--- src/rtl/extrst_pkg.sv ---
package extrst_pkg;

    localparam int LEN_W      = 4;
    localparam int CNT_W      = (1 << LEN_W) + 1;
    localparam int SYNC_DEPTH = 2;
    localparam int BLANK_CYC  = 2;
    localparam int BLANK_W    = $clog2(BLANK_CYC + 1);

    typedef struct packed {
        logic             rst_en;
        logic             irq_en;
        logic [LEN_W-1:0] len;
    } pin_cfg_t;

    typedef struct packed {
        logic drive;
        logic guard;
    } drv_state_t;

    function automatic logic [CNT_W-1:0] pulse_cycles(input logic [LEN_W-1:0] len);
        logic [CNT_W-1:0] one;
        one = {{(CNT_W-1){1'b0}}, 1'b1};
        return one << (int'(len) + 1);
    endfunction

endpackage

--- src/rtl/pin_sync.sv ---
module pin_sync #(
    parameter int   DEPTH   = 2,
    parameter logic RST_VAL = 1'b1
) (
    input  logic clk,
    input  logic rst,
    input  logic d_async,
    output logic q_sync
);
    logic [DEPTH-1:0] stage;

    genvar g;
    generate
        for (g = 0; g < DEPTH; g++) begin : g_stage
            if (g == 0) begin : g_first
                always_ff @(posedge clk) begin
                    if (rst) stage[0] <= RST_VAL;
                    else     stage[0] <= d_async;
                end
            end else begin : g_next
                always_ff @(posedge clk) begin
                    if (rst) stage[g] <= RST_VAL;
                    else     stage[g] <= stage[g-1];
                end
            end
        end
    endgenerate

    assign q_sync = stage[DEPTH-1];
endmodule

--- src/rtl/pulse_timer.sv ---
module pulse_timer
    import extrst_pkg::*;
(
    input  logic             clk,
    input  logic             rst,
    input  logic             start,
    input  logic [LEN_W-1:0] len,
    output drv_state_t       st
);
    logic [CNT_W-1:0]   cnt;
    logic [BLANK_W-1:0] blank;

    localparam logic [CNT_W-1:0]   CNT_ONE   = {{(CNT_W-1){1'b0}}, 1'b1};
    localparam logic [BLANK_W-1:0] BLANK_ONE = {{(BLANK_W-1){1'b0}}, 1'b1};
    localparam logic [BLANK_W-1:0] BLANK_LD  = BLANK_W'(BLANK_CYC);

    always_ff @(posedge clk) begin
        if (rst) begin
            cnt   <= '0;
            blank <= '0;
        end else if (start) begin
            cnt   <= pulse_cycles(len);
            blank <= '0;
        end else begin
            if (cnt != '0)
                cnt <= cnt - CNT_ONE;
            if (cnt == CNT_ONE)
                blank <= BLANK_LD;
            else if (blank != '0)
                blank <= blank - BLANK_ONE;
        end
    end

    always_comb begin
        st.drive = (cnt != '0);
        st.guard = (blank != '0);
    end

    // a request always has the pin driven at the next cycle
    assert_req_drives_R5: assert property (@(posedge clk) disable iff (rst)
        start |=> st.drive);

    // release of the pin is always followed by the guard window
    assert_guard_after_release_R7: assert property (@(posedge clk) disable iff (rst)
        $fell(st.drive) |-> st.guard);

    // guard is never on while driving
    assert_guard_excl_R7: assert property (@(posedge clk) disable iff (rst)
        !(st.drive && st.guard));
endmodule

--- src/rtl/event_tracker.sv ---
module event_tracker (
    input  logic clk,
    input  logic rst,
    input  logic pin_lvl,
    input  logic mask,
    input  logic rst_en,
    input  logic irq_en,
    input  logic rd,
    output logic user_rst,
    output logic sticky,
    output logic irq
);
    logic seen_low;

    always_comb begin
        seen_low = !pin_lvl && !mask;
        user_rst = seen_low && rst_en;
        irq      = sticky && irq_en;
    end

    always_ff @(posedge clk) begin
        if (rst)           sticky <= 1'b0;
        else if (seen_low) sticky <= 1'b1;
        else if (rd)       sticky <= 1'b0;
    end

    // an interrupt never appears without the sticky flag
    assert_irq_needs_flag_R4: assert property (@(posedge clk) disable iff (rst)
        irq |-> sticky);

    // without a read the flag holds
    assert_flag_holds_R8: assert property (@(posedge clk) disable iff (rst)
        (sticky && !rd) |=> sticky);

    // an event overrides a simultaneous read
    assert_event_wins_R8: assert property (@(posedge clk) disable iff (rst)
        (!pin_lvl && !mask && rd) |=> sticky);
endmodule

--- src/rtl/extrst_pin_mgr.sv ---
module extrst_pin_mgr
    import extrst_pkg::*;
(
    input  logic             clk,
    input  logic             rst,
    input  logic             pin_in,
    output logic             pin_drive_low,
    input  logic             seq_req,
    output logic             user_rst,
    input  logic             cfg_rst_en,
    input  logic             cfg_irq_en,
    input  logic [LEN_W-1:0] cfg_len,
    output logic             sts_level,
    output logic             sts_event,
    input  logic             sts_rd,
    output logic             irq
);
    pin_cfg_t   cfg;
    drv_state_t drv;
    logic       pin_lvl;
    logic       mask;

    always_comb begin
        cfg.rst_en = cfg_rst_en;
        cfg.irq_en = cfg_irq_en;
        cfg.len    = cfg_len;
    end

    pin_sync #(.DEPTH(SYNC_DEPTH), .RST_VAL(1'b1)) u_sync (
        .clk     (clk),
        .rst     (rst),
        .d_async (pin_in),
        .q_sync  (pin_lvl)
    );

    pulse_timer u_timer (
        .clk   (clk),
        .rst   (rst),
        .start (seq_req),
        .len   (cfg.len),
        .st    (drv)
    );

    assign mask = drv.drive || drv.guard;

    event_tracker u_evt (
        .clk      (clk),
        .rst      (rst),
        .pin_lvl  (pin_lvl),
        .mask     (mask),
        .rst_en   (cfg.rst_en),
        .irq_en   (cfg.irq_en),
        .rd       (sts_rd),
        .user_rst (user_rst),
        .sticky   (sts_event),
        .irq      (irq)
    );

    assign pin_drive_low = drv.drive;
    assign sts_level     = pin_lvl;

    // the block's own pulse never turns into a user reset
    assert_no_self_reset_R7: assert property (@(posedge clk) disable iff (rst)
        pin_drive_low |-> !user_rst);

    // disabled user reset stays silent
    assert_disabled_silent_R3: assert property (@(posedge clk) disable iff (rst)
        !cfg_rst_en |-> !user_rst);

    // a user reset only follows a low synchronised level
    assert_reset_needs_low_R2: assert property (@(posedge clk) disable iff (rst)
        user_rst |-> !sts_level);
endmodule

--- config.mk ---
export PLATFORM = sky130hd
export DESIGN_NAME = extrst_pin_mgr
export DESIGN_NICKNAME = d
export VERILOG_FILES = /design/src/rtl/extrst_pkg.sv /design/src/rtl/pin_sync.sv /design/src/rtl/pulse_timer.sv /design/src/rtl/event_tracker.sv /design/src/rtl/extrst_pin_mgr.sv
export SDC_FILE = /design/constraint.sdc
export NUM_CORES = 1
export LEC_CHECK = 0
export BUFFER_PORTS_ARGS = -buffer_cell sky130_fd_sc_hd__buf_2
export CAP_MARGIN = 0
export CORE_MARGIN = 5
export CORE_UTILIZATION = 59
export CTS_CLUSTER_DIAMETER = 150
export DETAILED_ROUTE_END_ITERATION = 10
export PLACE_DENSITY = 0.81
export SLEW_MARGIN = 10
export SYNTH_ARGS = -nofsm -noshare
export SYNTH_HDL_FRONTEND = slang
export SYNTH_SLANG_ARGS = --single-unit
--- constraint.sdc ---
create_clock -name clk -period 5 [get_ports clk]
set_input_delay 0.25 -clock clk [delete_from_list [all_inputs] [get_ports clk]]
set_output_delay 0.25 -clock clk [all_outputs]
set_load 0.05 [all_outputs]
# Word-level counts from Yosys, hierarchy flattened
# Index checks and enable logic that the tools add are counted.
op_classes:
  addsub: 3
  shifts: 1
  mux: 6
  n_reduce_logical: 13
  eq_ne: 1
op_table:
  columns: ["cell", "count"]
  rows:
  - ["two-way mux 17 bit", 2]
  - ["<< shifter 1 x 32 -> 17 bit, first input constant", 1]
  - ["== test 17 x 1 -> 1 bit, second input constant", 1]
  - ["nonzero test 17 bit", 1]
  - ["subtractor 17 x 1 -> 17 bit, second input constant", 1]
  - ["nonzero test 2 bit", 4]
  - ["adder 4 x 1 -> 5 bit, second input constant", 1]
  - ["two-way mux 2 bit", 2]
  - ["logical AND 1 bit", 3]
  - ["OR reduction 3 bit", 1]
  - ["logical NOT 1 bit", 2]
  - ["two-way mux 1 bit", 2]
  - ["OR reduction 2 bit", 1]
  - ["subtractor 2 x 1 -> 2 bit, second input constant", 1]
  - ["logical OR 1 bit", 1]
word_totals:
  register_bits: 22
  inputBits: 11

# Logic depth before layout (Yosys ltp)
logic_depth:
  word_depth: 5
  ltp_mapped: 7

# Hierarchy
# A second synthesis with hierarchy kept.
unflattened:
  cells_unflattened: 148
  hier_area_um2: 1212.4
modules_own_cells:
  columns: ["mod", "seq_area_each_um2", "instances", "area_each_um2", "cells_each"]
  rows:
  - ["pulse_timer", 380.4, 1, 1098.6, 136]
  - ["event_tracker", 20.0, 1, 55.1, 7]
  - ["pin_sync", 40.0, 1, 52.6, 4]
  - ["extrst_pin_mgr", 0.0, 1, 6.3, 1]

# Worst setup path before layout
# No wires, ideal clock.
synth_path:
  path_kind: "reg2out"
  from: "register u_timer.cnt[4]"
  to: "output port user_rst"
  path_slack_ns: 2.679
  stages_incl_launch_ff: 6
  n_path_buf: 1
  t_arrival_ns: 2.071
  cell_sequence: "dfxtp_1 or3_1 clkbuf_1 or4_1 nor3_1 and3_1"
synth_between:
  elab_chain_cells: 5
synth_lines:
  columns: ["item", "line", "rtl"]
  rows:
  - ["start, declared", "pulse_timer.sv:10", "logic [CNT_W-1:0] cnt;"]
  - ["start signal, assigned", "pulse_timer.sv:22", "cnt <= pulse_cycles(len);"]
  - ["start signal, assigned", "pulse_timer.sv:26", "cnt <= cnt - CNT_ONE;"]
  - ["nonzero test 17 bit", "pulse_timer.sv:35", "st.drive = (cnt != '0);"]
  - ["logical OR 1 bit", "extrst_pin_mgr.sv:44", "assign mask = drv.drive || drv.guard;"]
  - ["logical NOT 1 bit", "event_tracker.sv:16", "seen_low = !pin_lvl && !mask;"]
  - ["logical AND 1 bit", "event_tracker.sv:16", null]
  - ["logical AND 1 bit", "event_tracker.sv:17", "user_rst = seen_low && rst_en;"]
  - ["end, declared", "extrst_pin_mgr.sv:9", "output logic user_rst,"]
# Every way passes these cells.

# Worst setup path in the final report
# Ends and elaborated chain as after synthesis.

==> results_dict.tcl <==
set metrics [dict create \
    grt_pass1_vias 1126 \
    yosysMostFrequentCell "dfxtp_1" \
    crit_arrival_ns 2.45 \
    grt_use_total 0.198 \
    cts_buffers 3 \
    grt_start_max_net_pins 26 \
    wl_per_cell_um 15.3 \
    finalSetupTns_ns 0 \
    vias 1218 \
    die-width_um 55.7 \
    slew_headroom 0.418 \
    cp-end-kind "primary output" \
    post-route-util 0.672 \
    synth_top_area_cell "dfxtp_1" \
    post_cts_buffers 0 \
    place.gp.congestion 0.907 \
    yosysWarnings 0 \
    fin_skew_ns 0.00283 \
    drive_gt1_frac 0.177 \
    hold_viol_final 0 \
    syn_area_um2 1230 \
    cp_max_fo 12 \
    nFillCells 166 \
    finalCriticalPeriod_ns 2.70 \
    antenna_left 0 \
    ctsHoldBuffers 0 \
    final_nets 179 \
    portBuffers 15 \
    initial_core_util 0.622 \
    synth_edf_count 0 \
    dr.pass1.iters 4 \
    setup_viol 0 \
    synth.distinct_cells 40 \
    fin_area_um2 1330 \
    ios 16 \
    die_area_um2 3100 \
    cpLargestDelayFamily "simple AND/OR/NAND/NOR gates" \
    vdd_ir_drop_max_uv 301 \
    synth.ff_latch_count 22 \
    clock-sinks 22 \
    power.density_nw_per_um2 501 \
    drv_slew 0 \
    path_buf_inv 1 \
    max_stage_delay_ns 0.54 \
    synth_fp_nets 167 \
    start_kind "flip-flop" \
    cts_tree "built" \
    synth.top_cell.area_share 0.357 \
    drtIter0Drc 32 \
    cap_violations 0 \
    cp.required_ns 4.75 \
    clockBufferDepth 2 \
    synthTopCellsByArea "dfxtp_1 (36%), a31oi_1 (5.6%), nor2_1 (4.9%)" \
    htree_levels 1 \
    crit_chain "or3_1 -> or4_1 -> nor3_1 -> and3_1 -> buf_2" \
    seq_area_frac_synth 0.357 \
    tightest_slew_ns 0.865 \
    fmaxAchievable_mhz 371 \
    place_hpwl_mm 2.24 \
    avgSynthCellArea_um2 8.00 \
    synthArstFlopShare 0 \
    core_um2 1980 \
    syn2layout_area_growth_pct 8.02 \
    timing_worst_setup_path_type "reg -> out" \
    fin_crit_sh 0.540 \
    die_h_um 55.7 \
    grt_pass1_wl_mm 5.04 \
    min_path_type "in -> reg" \
    drt_wl_total_mm 2.92 \
    drc_errors 0 \
    ys.flop_type "dfxtp_1" \
    rsz0062_at_grt "false" \
    power.leakage_nw 0.513 \
    rows 16 \
    antenna_found_initial 0 \
    insertion_delay_ns 0.30 \
    clk_pin_slew_ns 0.12 \
    post_dp_cell_area_um2 1310 \
    cp_slowest_cell "or3_1" \
    synthTopCellsByCount "dfxtp_1 (22), nor2_1 (16), a31oi_1 (11), nand2_1 (9), a21oi_1 (8)" \
    synth_cells 154 \
    antenna_cells 0 \
    postCtsResizedCells 0 \
    drt-vias-per-instance 6.38 \
    outcome "finished clean" \
    grt.overflow.total 0 \
    root_buffer "clkbuf_4" \
]
-- power by group --
part,switching (mW),leakage (nW),internal (mW)
logic,0.207,0.319,0.136
clock network,0.0503,0.0138,0.0281
registers,0.0362,0.180,0.209
-- logic make-up (layout without fill, tap and decap cells) --
| kind of cell | Yosys count | in the layout | synth area share |
|---|---|---|---|
| compound gates | 35 | 35 | 0.192 |
| fa+ha+maj | 2 | 2 | 0.0203 |
| buf+inv | 15 | 25 | 0.0477 |
| simple gates | 76 | 76 | 0.353 |
| flops | 22 | 22 | 0.357 |
| mux | 1 | 1 | 0.00812 |
| xor+xnor | 3 | 3 | 0.0213 |
-- per-layer routing --
layer / vias to the layer above / routed length (µm) / GRT usage / share of wire
met5: - / 0 / 0 / 0
met4: 0 / 48 / 0.0833 / 0.016
met3: 6 / 261 / 0.0418 / 0.089
met2: 51 / 1340 / 0.301 / 0.46
met1: 559 / 1280 / 0.268 / 0.44
li1: 602 / - / - / -
-- worst reg2reg max path: stages, from the launching register on --
cell     delay, ns
dfxtp_1       0.37
inv_1         0.10
ha_1          0.22
or4b_2        0.64
nor4_1        0.56
a31o_2        0.45
a31oi_1       0.09
-- final timing paths --
path                            depth (start not counted)                         from  slack [ns]                           end
worst max-delay path                                    5  u_timer.cnt[4]$_SDFFE_PP0P_        2.30                      user_rst
worst min-delay path                                    2                       pin_in        0.13    u_sync.stage[0]$_SDFF_PP1_
worst max register to register                          6  u_timer.cnt[0]$_SDFFE_PP0P_        2.45  u_timer.cnt[13]$_SDFFE_PP0P_
worst min register to register                          1   u_sync.stage[0]$_SDFF_PP1_        0.43      u_sync.q_sync$_SDFF_PP1_
-- layout make-up --
| cell class | count | area, µm² | share of cell area |
|---|---|---|---|
| Clock buffer | 3 | 22.5 | 0.0169 |
| Sequential cell | 22 | 440 | 0.331 |
| Tap cell | 27 | 33.8 | 0.0254 |
| Timing Repair Buffer | 15 | 75.1 | 0.0564 |
| Multi-Input combinational cell | 117 | 733 | 0.551 |
| Inverter | 7 | 26.3 | 0.0197 |
-- metrics by stage --
step                worst slack (ns)  hold WS (ns)  power, mW  cells
floorplan                       2.68         0.319      0.520    154
global placement                2.68         0.395      0.572    188
detailed placement              2.56         0.406      0.585    188
CTS                             2.31         0.129      0.661    191
global route                    2.17         0.110      0.718    191
finish                          2.30         0.126      0.666    191
-- layout by cell type (no fill, tap or decap), types with 2 or more instances in the layout --
cell / synthesis / routed
and3_1: 2 / 2
inv_1: 7 / 7
nand3b_1: 2 / 2
o311ai_0: 3 / 3
or4b_2: 3 / 3
a31oi_1: 11 / 11
ha_1: 2 / 2
nor3_1: 5 / 5
nor2_1: 16 / 16
nand3_1: 6 / 6
a21oi_1: 8 / 8
nand2_1: 9 / 9
or2_2: 5 / 5
nor2b_1: 4 / 4
nor4_1: 5 / 5
dfxtp_1: 22 / 22
clkbuf_4: 0 / 3
or4_1: 5 / 5
o31a_1: 2 / 2
nand4_1: 3 / 3
or3_1: 4 / 4
buf_2: 2 / 15
xnor2_1: 3 / 3
o21ai_0: 3 / 3
-- sequential cells by signal, indices dropped and copies added (netlist names) --
name,flops
u_evt.sticky,1
u_sync.q_sync,1
u_sync.stage,1
u_timer.blank,2
u_timer.cnt,17
(Power assumes the default switching activity.)
